===== src/rtl/alu14_pkg.sv =====
package alu14_pkg;
  localparam int unsigned FUNC_W = 4;

  typedef enum logic [FUNC_W-1:0] {
    OP_ADD  = 4'd0,
    OP_SUB  = 4'd1,
    OP_MUL  = 4'd2,
    OP_DIV  = 4'd3,
    OP_AND  = 4'd4,
    OP_OR   = 4'd5,
    OP_NAND = 4'd6,
    OP_NOR  = 4'd7,
    OP_XOR  = 4'd8,
    OP_XNOR = 4'd9,
    OP_EQ   = 4'd10,
    OP_GT   = 4'd11,
    OP_SHR  = 4'd12,
    OP_SHL  = 4'd13,
    OP_RSV0 = 4'd14,
    OP_RSV1 = 4'd15
  } alu_op_e;
endpackage


===== src/rtl/alu14_arith.sv =====
module alu14_arith
  import alu14_pkg::*;
#(
  parameter int unsigned DATA_W = 8,
  localparam int unsigned RES_W = 2 * DATA_W
) (
  input  logic [DATA_W-1:0] a_i,
  input  logic [DATA_W-1:0] b_i,
  input  alu_op_e           op_i,
  output logic [RES_W-1:0]  res_o
);
  logic [RES_W-1:0] a_x, b_x;
  assign a_x = {{DATA_W{1'b0}}, a_i};
  assign b_x = {{DATA_W{1'b0}}, b_i};

  always_comb begin
    unique case (op_i)
      OP_ADD:  res_o = a_x + b_x;
      OP_SUB:  res_o = a_x - b_x;
      OP_MUL:  res_o = a_x * b_x;
      OP_DIV:  res_o = (b_i == '0) ? {RES_W{1'b1}} : (a_x / b_x);
      default: res_o = '0;
    endcase
  end
endmodule


===== src/rtl/alu14_logic.sv =====
module alu14_logic
  import alu14_pkg::*;
#(
  parameter int unsigned DATA_W = 8,
  localparam int unsigned RES_W = 2 * DATA_W
) (
  input  logic [DATA_W-1:0] a_i,
  input  logic [DATA_W-1:0] b_i,
  input  alu_op_e           op_i,
  output logic [RES_W-1:0]  res_o
);
  localparam int unsigned PAD_W = RES_W - DATA_W;

  logic [DATA_W-1:0] bw;
  logic              cmp;
  logic              is_cmp;
  logic              is_shl;

  always_comb begin
    bw     = '0;
    cmp    = 1'b0;
    is_cmp = 1'b0;
    is_shl = 1'b0;
    unique case (op_i)
      OP_AND:  bw = a_i & b_i;
      OP_OR:   bw = a_i | b_i;
      OP_NAND: bw = ~(a_i & b_i);
      OP_NOR:  bw = ~(a_i | b_i);
      OP_XOR:  bw = a_i ^ b_i;
      OP_XNOR: bw = ~(a_i ^ b_i);
      OP_EQ:   begin is_cmp = 1'b1; cmp = (a_i == b_i); end
      OP_GT:   begin is_cmp = 1'b1; cmp = (a_i > b_i); end
      OP_SHR:  bw = a_i >> 1;
      OP_SHL:  is_shl = 1'b1;
      default: bw = '0;
    endcase
  end

  always_comb begin
    if (is_cmp)      res_o = {{(RES_W-1){1'b0}}, cmp};
    else if (is_shl) res_o = {{(PAD_W-1){1'b0}}, a_i, 1'b0};  // carry-out kept
    else             res_o = {{PAD_W{1'b0}}, bw};
  end
endmodule


===== src/rtl/alu14_outreg.sv =====
module alu14_outreg #(
  parameter int unsigned RES_W = 16
) (
  input  logic             clk_i,
  input  logic             rst_ni,
  input  logic             en_i,
  input  logic [RES_W-1:0] next_i,
  output logic [RES_W-1:0] result_o,
  output logic             valid_o
);
  always_ff @(posedge clk_i or negedge rst_ni) begin
    if (!rst_ni) begin
      result_o <= '0;
      valid_o  <= 1'b0;
    end else begin
      valid_o <= en_i;
      if (en_i) result_o <= next_i;
    end
  end
endmodule


===== src/rtl/alu14_top.sv =====
module alu14_top
  import alu14_pkg::*;
#(
  parameter int unsigned DATA_W = 8,
  localparam int unsigned RES_W = 2 * DATA_W
) (
  input  logic              clk_i,
  input  logic              rst_ni,
  input  logic              en_i,
  input  logic [DATA_W-1:0] op_a_i,
  input  logic [DATA_W-1:0] op_b_i,
  input  logic [FUNC_W-1:0] func_i,
  output logic [RES_W-1:0]  result_o,
  output logic              valid_o
);
  alu_op_e          op;
  logic [RES_W-1:0] arith_res, logic_res, next_res;
  logic             is_arith;

  assign op       = alu_op_e'(func_i);
  assign is_arith = (func_i[FUNC_W-1:2] == '0);  // codes 0..3

  alu14_arith #(.DATA_W(DATA_W)) u_arith (
    .a_i(op_a_i), .b_i(op_b_i), .op_i(op), .res_o(arith_res)
  );

  alu14_logic #(.DATA_W(DATA_W)) u_logic (
    .a_i(op_a_i), .b_i(op_b_i), .op_i(op), .res_o(logic_res)
  );

  assign next_res = is_arith ? arith_res : logic_res;

  alu14_outreg #(.RES_W(RES_W)) u_outreg (
    .clk_i(clk_i), .rst_ni(rst_ni), .en_i(en_i),
    .next_i(next_res), .result_o(result_o), .valid_o(valid_o)
  );
endmodule


===== config.mk =====
export PLATFORM = sky130hd
export DESIGN_NAME = alu14_top
export DESIGN_NICKNAME = d
export VERILOG_FILES = /design/src/rtl/alu14_pkg.sv /design/src/rtl/alu14_arith.sv /design/src/rtl/alu14_logic.sv /design/src/rtl/alu14_outreg.sv /design/src/rtl/alu14_top.sv
export SDC_FILE = /design/constraint.sdc
export NUM_CORES = 1
export LEC_CHECK = 0
export BUFFER_PORTS_ARGS = -buffer_cell sky130_fd_sc_hd__buf_2
export CAP_MARGIN = 30
export CORE_ASPECT_RATIO = 1.2
export CORE_MARGIN = 3
export CORE_UTILIZATION = 55
export CTS_CLUSTER_DIAMETER = 150
export DETAILED_ROUTE_END_ITERATION = 10
export GPL_ROUTABILITY_DRIVEN = 0
export HOLD_SLACK_MARGIN = 0.06
export PLACE_DENSITY_LB_ADDON = 0.15
export SETUP_SLACK_MARGIN = 0.02
export SLEW_MARGIN = 20
export SYNTH_ARGS = -nofsm -noshare
export SYNTH_HDL_FRONTEND = slang
export SYNTH_SLANG_ARGS = --single-unit
export TNS_END_PERCENT = 50

===== constraint.sdc =====
create_clock -name clk_i -period 0.8 [get_ports clk_i]
set_clock_uncertainty 0.2 [all_clocks]
set_input_delay 0.04 -clock clk_i [delete_from_list [all_inputs] [get_ports clk_i]]
set_output_delay 0.04 -clock clk_i [all_outputs]
set_load 0.03 [all_outputs]

==> results of run 1 <==
what timing repair did:
| item | CTS |
|---|---|
| pin swaps | 52 |
| endpoints found under the setup margin | 33 |
| hold buffers | 1 |
| setup buffers | 97 |
| endpoints found under the hold margin | 20 |
| gates resized for setup | 180 |
logic make-up after synthesis:
kind of cell / Yosys count / synth area share [%]
AND/OR/NAND/NOR: 416 / 20.9
flip-flops: 17 / 4.41
other: 1 / 0.0389
adder cells (fa/ha/maj): 201 / 29.0
buffers and inverters: 156 / 6.34
AO/OA/AOI/OAI: 423 / 30.7
multiplexers: 30 / 3.30
XOR/XNOR: 58 / 5.27
synth_stat cells (6+ instances only):
cell type,count
o21bai_1,15
nor2_1,131
buf_2,10
a31oi_1,7
o31ai_1,8
mux2_2,11
o22ai_1,14
or2_2,10
xnor2_1,35
mux2i_1,16
a211oi_1,10
a22oi_1,9
nand2b_1,21
a211o_1,6
clkbuf_1,36
a221o_1,6
nor2b_1,20
ha_1,162
fa_1,38
a21oi_1,99
nand3_1,28
o221ai_1,10
a221oi_1,10
a21o_1,18
o21ai_1,7
nand2_1,100
nor3_1,41
o211ai_1,16
and3_1,6
dfrtp_1,17
nor4_1,10
inv_1,103
o21ai_0,75
or3_1,10
and2_1,8
xor2_1,23
o21a_1,48
metal layers:
layer / GRT overflow / global-route usage, %
met4: 39 / 83.9
met3: 2 / 63.1
met1: 2 / 74.4
met2: 41 / 94.9
met5: 0 / 23.5
stage by stage:
stage | setup TNS (ns) | hold slack [ns] | setup WS [ns]
after CTS | -178.39 | -0.0617 | -23.07
after floorplan | -182.78 | -0.456 | -24.59
after global placement | -178.05 | -0.209 | -23.16
after detailed placement | -186.74 | -0.207 | -24.50
==> results.yml, run 1 <==
yosys:
  yosys-top-cells-area: "ha_1 21%, fa_1 7.9%, a21oi_1 5.1%"
  synth_edf_count: 0
  syn_inst: 1302
  async_reset_ff_share_pct: 100
  yosysTopAreaCell: "ha_1"
  synth_top_cell_area_share_pct: 21.0
  ys_types: 98
  syn_area_per_cell_um2: 7.40
  yosysSeqAreaShare_pct: 4.41
  ys_ff_latch: 17
  yosys_warnings: 0
  syn_area_um2: 9640
  synthFlopType: "dfrtp_1"
outcome:
  firstError: "[ERROR GRT-0232] Routing congestion too high. Check the congestion heatmap in the GUI."
  haltStage: "global routing"
  status: "aborted with a tool error"
global_routing:
  grt_max_degree: 23
  overflow: 84
  track_usage_pct: 77.7
clocking:
  clock_path_buffers: 2
  cts_root_buf: "clkbuf_16"
  clock-sinks: 17
  htree_levels: 1
  cts_buffers: 3
die:
  num_rows: 52
  io_pins: 40
  die_w_um: 127
  die_h_um: 151
  initial_core_util_pct: 56.5
place:
  hpwl_um: 28600
  portBuffers: 39
  placed_cell_area_um2: 13800
  dp.cells: 1968
==> inputs of run 2 (changes only) <==
Settings changed: CORE_ASPECT_RATIO 1.2 to not set, CORE_UTILIZATION 55 to 40, CTS_CLUSTER_DIAMETER 150 to not set, HOLD_SLACK_MARGIN 0.06 to not set, SETUP_SLACK_MARGIN 0.02 to not set.
Clock period 0.8 ns to 1.04 ns, I/O delays scaled along.
==> run 2 against run 1 <==
  * The flow now finishes, with violations (negative setup slack)
  * Area after synthesis stayed put
  * Synthesized cell count stayed put
==> results.yml, run 2 <==
finish:
  final_cells: 2178
  fin_area_um2: 15700
  utilization_pct: 66.7
  diodes: 0
  area_growth_pct: 63.0
  reg_top3: "u_outreg.result_o x16, u_outreg.valid_o x1"
  final_common_cell: "buf_4"
  layout.nets: 2083
  largest_register: "u_outreg.result_o"
  largest_reg_flops: 16
  layout-drive-gt1-share_pct: 43.6
  mostFrequentLayoutCells: "530 x buf_4, 133 x ha_1, 117 x nor2_1"
detailed_routing:
  wl_per_cell_um: 16.9
  drt_iter0_drc: 895
  wirelength_um: 36800
  drtPass1Iterations: 6
  vias: 12000
  m1WireLength_um: 16400
  route.top_layer_used: "met4"
  drtAntennaViolNets: 0
  met2_length_um: 17700
  viasPerCell: 5.50
  met3WireLength_um: 1650
  drcViolationCount: 0
outcome:
  violations: "negative setup slack"
  status: "finished, violations left"
pwr:
  p_seq_share_pct: 1.9
  clkPwrFrac_pct: 1.8
  ir_drop_mv: 4.66
  powerDensity_nw_per_um2: 2870
  p_leak_nw: 7.74
  internal_power_mw: 25.0
  sw_frac_of_total_pct: 44.5
  p_switching_mw: 20.1
  comb_power_share_pct: 96.3
critical_path:
  start_kind: "input port"
  end_kind: "register"
  critical_path.max_fanout: 7
  arrival_ns: 23.87
  cpMaxStageDelayCell: "or4_4"
  slowest_delay_ns: 0.43
  critical_path_class: "input port to register"
  critPathRequiredTime_ns: 0.98
  cpMostUsedCell: "o21a_1"
yosys:
  ys_types: 98
  syn_area_per_cell_um2: 7.40
  synthFlopType: "dfrtp_1"
  synth_top_cell_area_share_pct: 21.0
  synth_edf_count: 0
  syn_area_um2: 9640
  syn_inst: 1302
  yosys_warnings: 0
  async_reset_ff_share_pct: 100
  synthTopCellsByCount: "162 x ha_1, 131 x nor2_1, 103 x inv_1, 100 x nand2_1, 99 x a21oi_1"
  yosysTopAreaCell: "ha_1"
  yosys-top-cells-area: "ha_1 21%, fa_1 7.9%, a21oi_1 5.1%"
  yosysSeqAreaShare_pct: 4.41
  ys_ff_latch: 17
  synth_most_common_cell: "ha_1"
sta:
  grt_setup_unrepaired: "yes"
  slew_violations: 0
  timing.fmax_ghz: 0.0418
  fin_crit_ns: 23.93
  hold_viol: 0
  tightest_slew_ns: 0.714
  max_slew_margin_pct: 52.3
  setup_violations: 25
  period_share_pct: 2300
  setup_slack_ns: -22.89
die:
  die-area_um2: 26000
  io_pins: 40
  die_w_um: 161
  initial_core_util_pct: 40.9
  core-area_um2: 23500
  die_h_um: 161
  num_rows: 56
global_routing:
  grt_first_pass_wirelength_um: 58800
  antenna_found_initial: 1
  overflow: 0
  grt_pass1_vias: 11800
  grt_max_degree: 30
  track_usage_pct: 27.2
hold_path:
  min_path_type: "input port to register"
place:
  placed_cell_area_um2: 14000
  portBuffers: 39
  dp.cells: 2077
  hpwl_um: 28700
clocking:
  tritoncts: "built"
  clk_latency_ns: 0.26
  clock_path_buffers: 2
  path_clk_slew_ns: 0.05
  cts_root_buf: "clkbuf_16"
  cts_buffers: 3
  clock-sinks: 17
  htree_levels: 1
flow_run:
  cap_violations: 0
## run 2: final timing paths
kind                                           start                    end  slack, ns  cells after the start
worst max-delay path                       op_b_i[7]   u_outreg.result_o[0]     -22.89                    135
worst min-delay path                            en_i   u_outreg.result_o[0]       0.04                      4
worst max register to register  u_outreg.result_o[1]   u_outreg.result_o[1]       0.07                      2
worst min register to register  u_outreg.result_o[4]   u_outreg.result_o[4]       0.32                      2
max in group asynchronous                     rst_ni   u_outreg.result_o[1]       0.30                      2
min in group asynchronous                     rst_ni  u_outreg.result_o[15]       0.05                      2
## run 2: power groups by stage
| stage | Sequential, mW | Clock (mW) | Combinational (mW) |
|---|---|---|---|
| 2_1_floorplan | 1.04 | 0 | 23.3 |
| 4_1_cts | 0.842 | 0.837 | 41.1 |
| 3_3_place_gp | 0.820 | 0 | 37.0 |
| 6_report | 0.841 | 0.825 | 43.5 |
| 3_5_place_dp | 0.825 | 0 | 37.3 |
| 5_1_grt | 0.857 | 0.859 | 47.1 |
## run 2: cell families (layout without fill, tap and decap cells)
| logic type | after synthesis | count (layout) | share of synthesized area [%] |
|---|---|---|---|
| AO/OA/AOI/OAI | 423 | 423 | 30.7 |
| adder cells (fa/ha/maj) | 201 | 201 | 29.0 |
| XOR/XNOR | 58 | 58 | 5.27 |
| buffers and inverters | 156 | 706 | 6.34 |
| flip-flops | 17 | 17 | 4.41 |
| other | 1 | 8 | 0.0389 |
| AND/OR/NAND/NOR | 416 | 416 | 20.9 |
| multiplexers | 30 | 30 | 3.30 |
## run 2: cell type report
class	instances	area (µm²)
multi-input cells	1136	9700
flip-flops and latches	17	425
well taps	319	399
fillers	1966	7830
inverters	104	390
repair buffers	598	4710
clock buffers	3	75.1
clock inverters	1	7.51
## run 2: critical path, delay by kind of cell
family	cells	cell delay, ns
AND/OR/NAND/NOR	38	5.69
adder cells (fa/ha/maj)	15	3.74
buffers and inverters	6	0.67
AO/OA/AOI/OAI	72	12.53
multiplexers	4	1.15
## run 2: stage by stage
step | worst slack (ns) | setup TNS (ns) | hold slack (ns) | power, mW
3_3_place_gp | -23.05 | -176.08 | -0.197 | 37.8
2_1_floorplan | -24.36 | -179.13 | -0.444 | 24.3
6_report | -22.89 | -169.32 | 0.0353 | 45.1
3_5_place_dp | -23.86 | -181.53 | -0.193 | 38.1
5_1_grt | -24.52 | -181.02 | 0.0706 | 48.8
4_1_cts | -22.65 | -169.70 | 0.0356 | 42.7
## run 2: per-layer routing
layer	vias to the layer above	global-route usage, %
met5	-	0
met4	0	7.43
met3	94	1.46
met2	331	48.4
met1	5677	35.9
li1	5879	-
## run 2: what timing repair did
action / 4_1_cts / 5_1_grt
hold buffers: 2 / 0
setup buffers: 63 / 36
setup endpoints to repair: 32 / 33
gates cloned: 0 / 0
pin swaps: 59 / 90
hold endpoints to repair: 18 / 0
resized for setup: 124 / 93
Power figures use the tool's default switching activity.
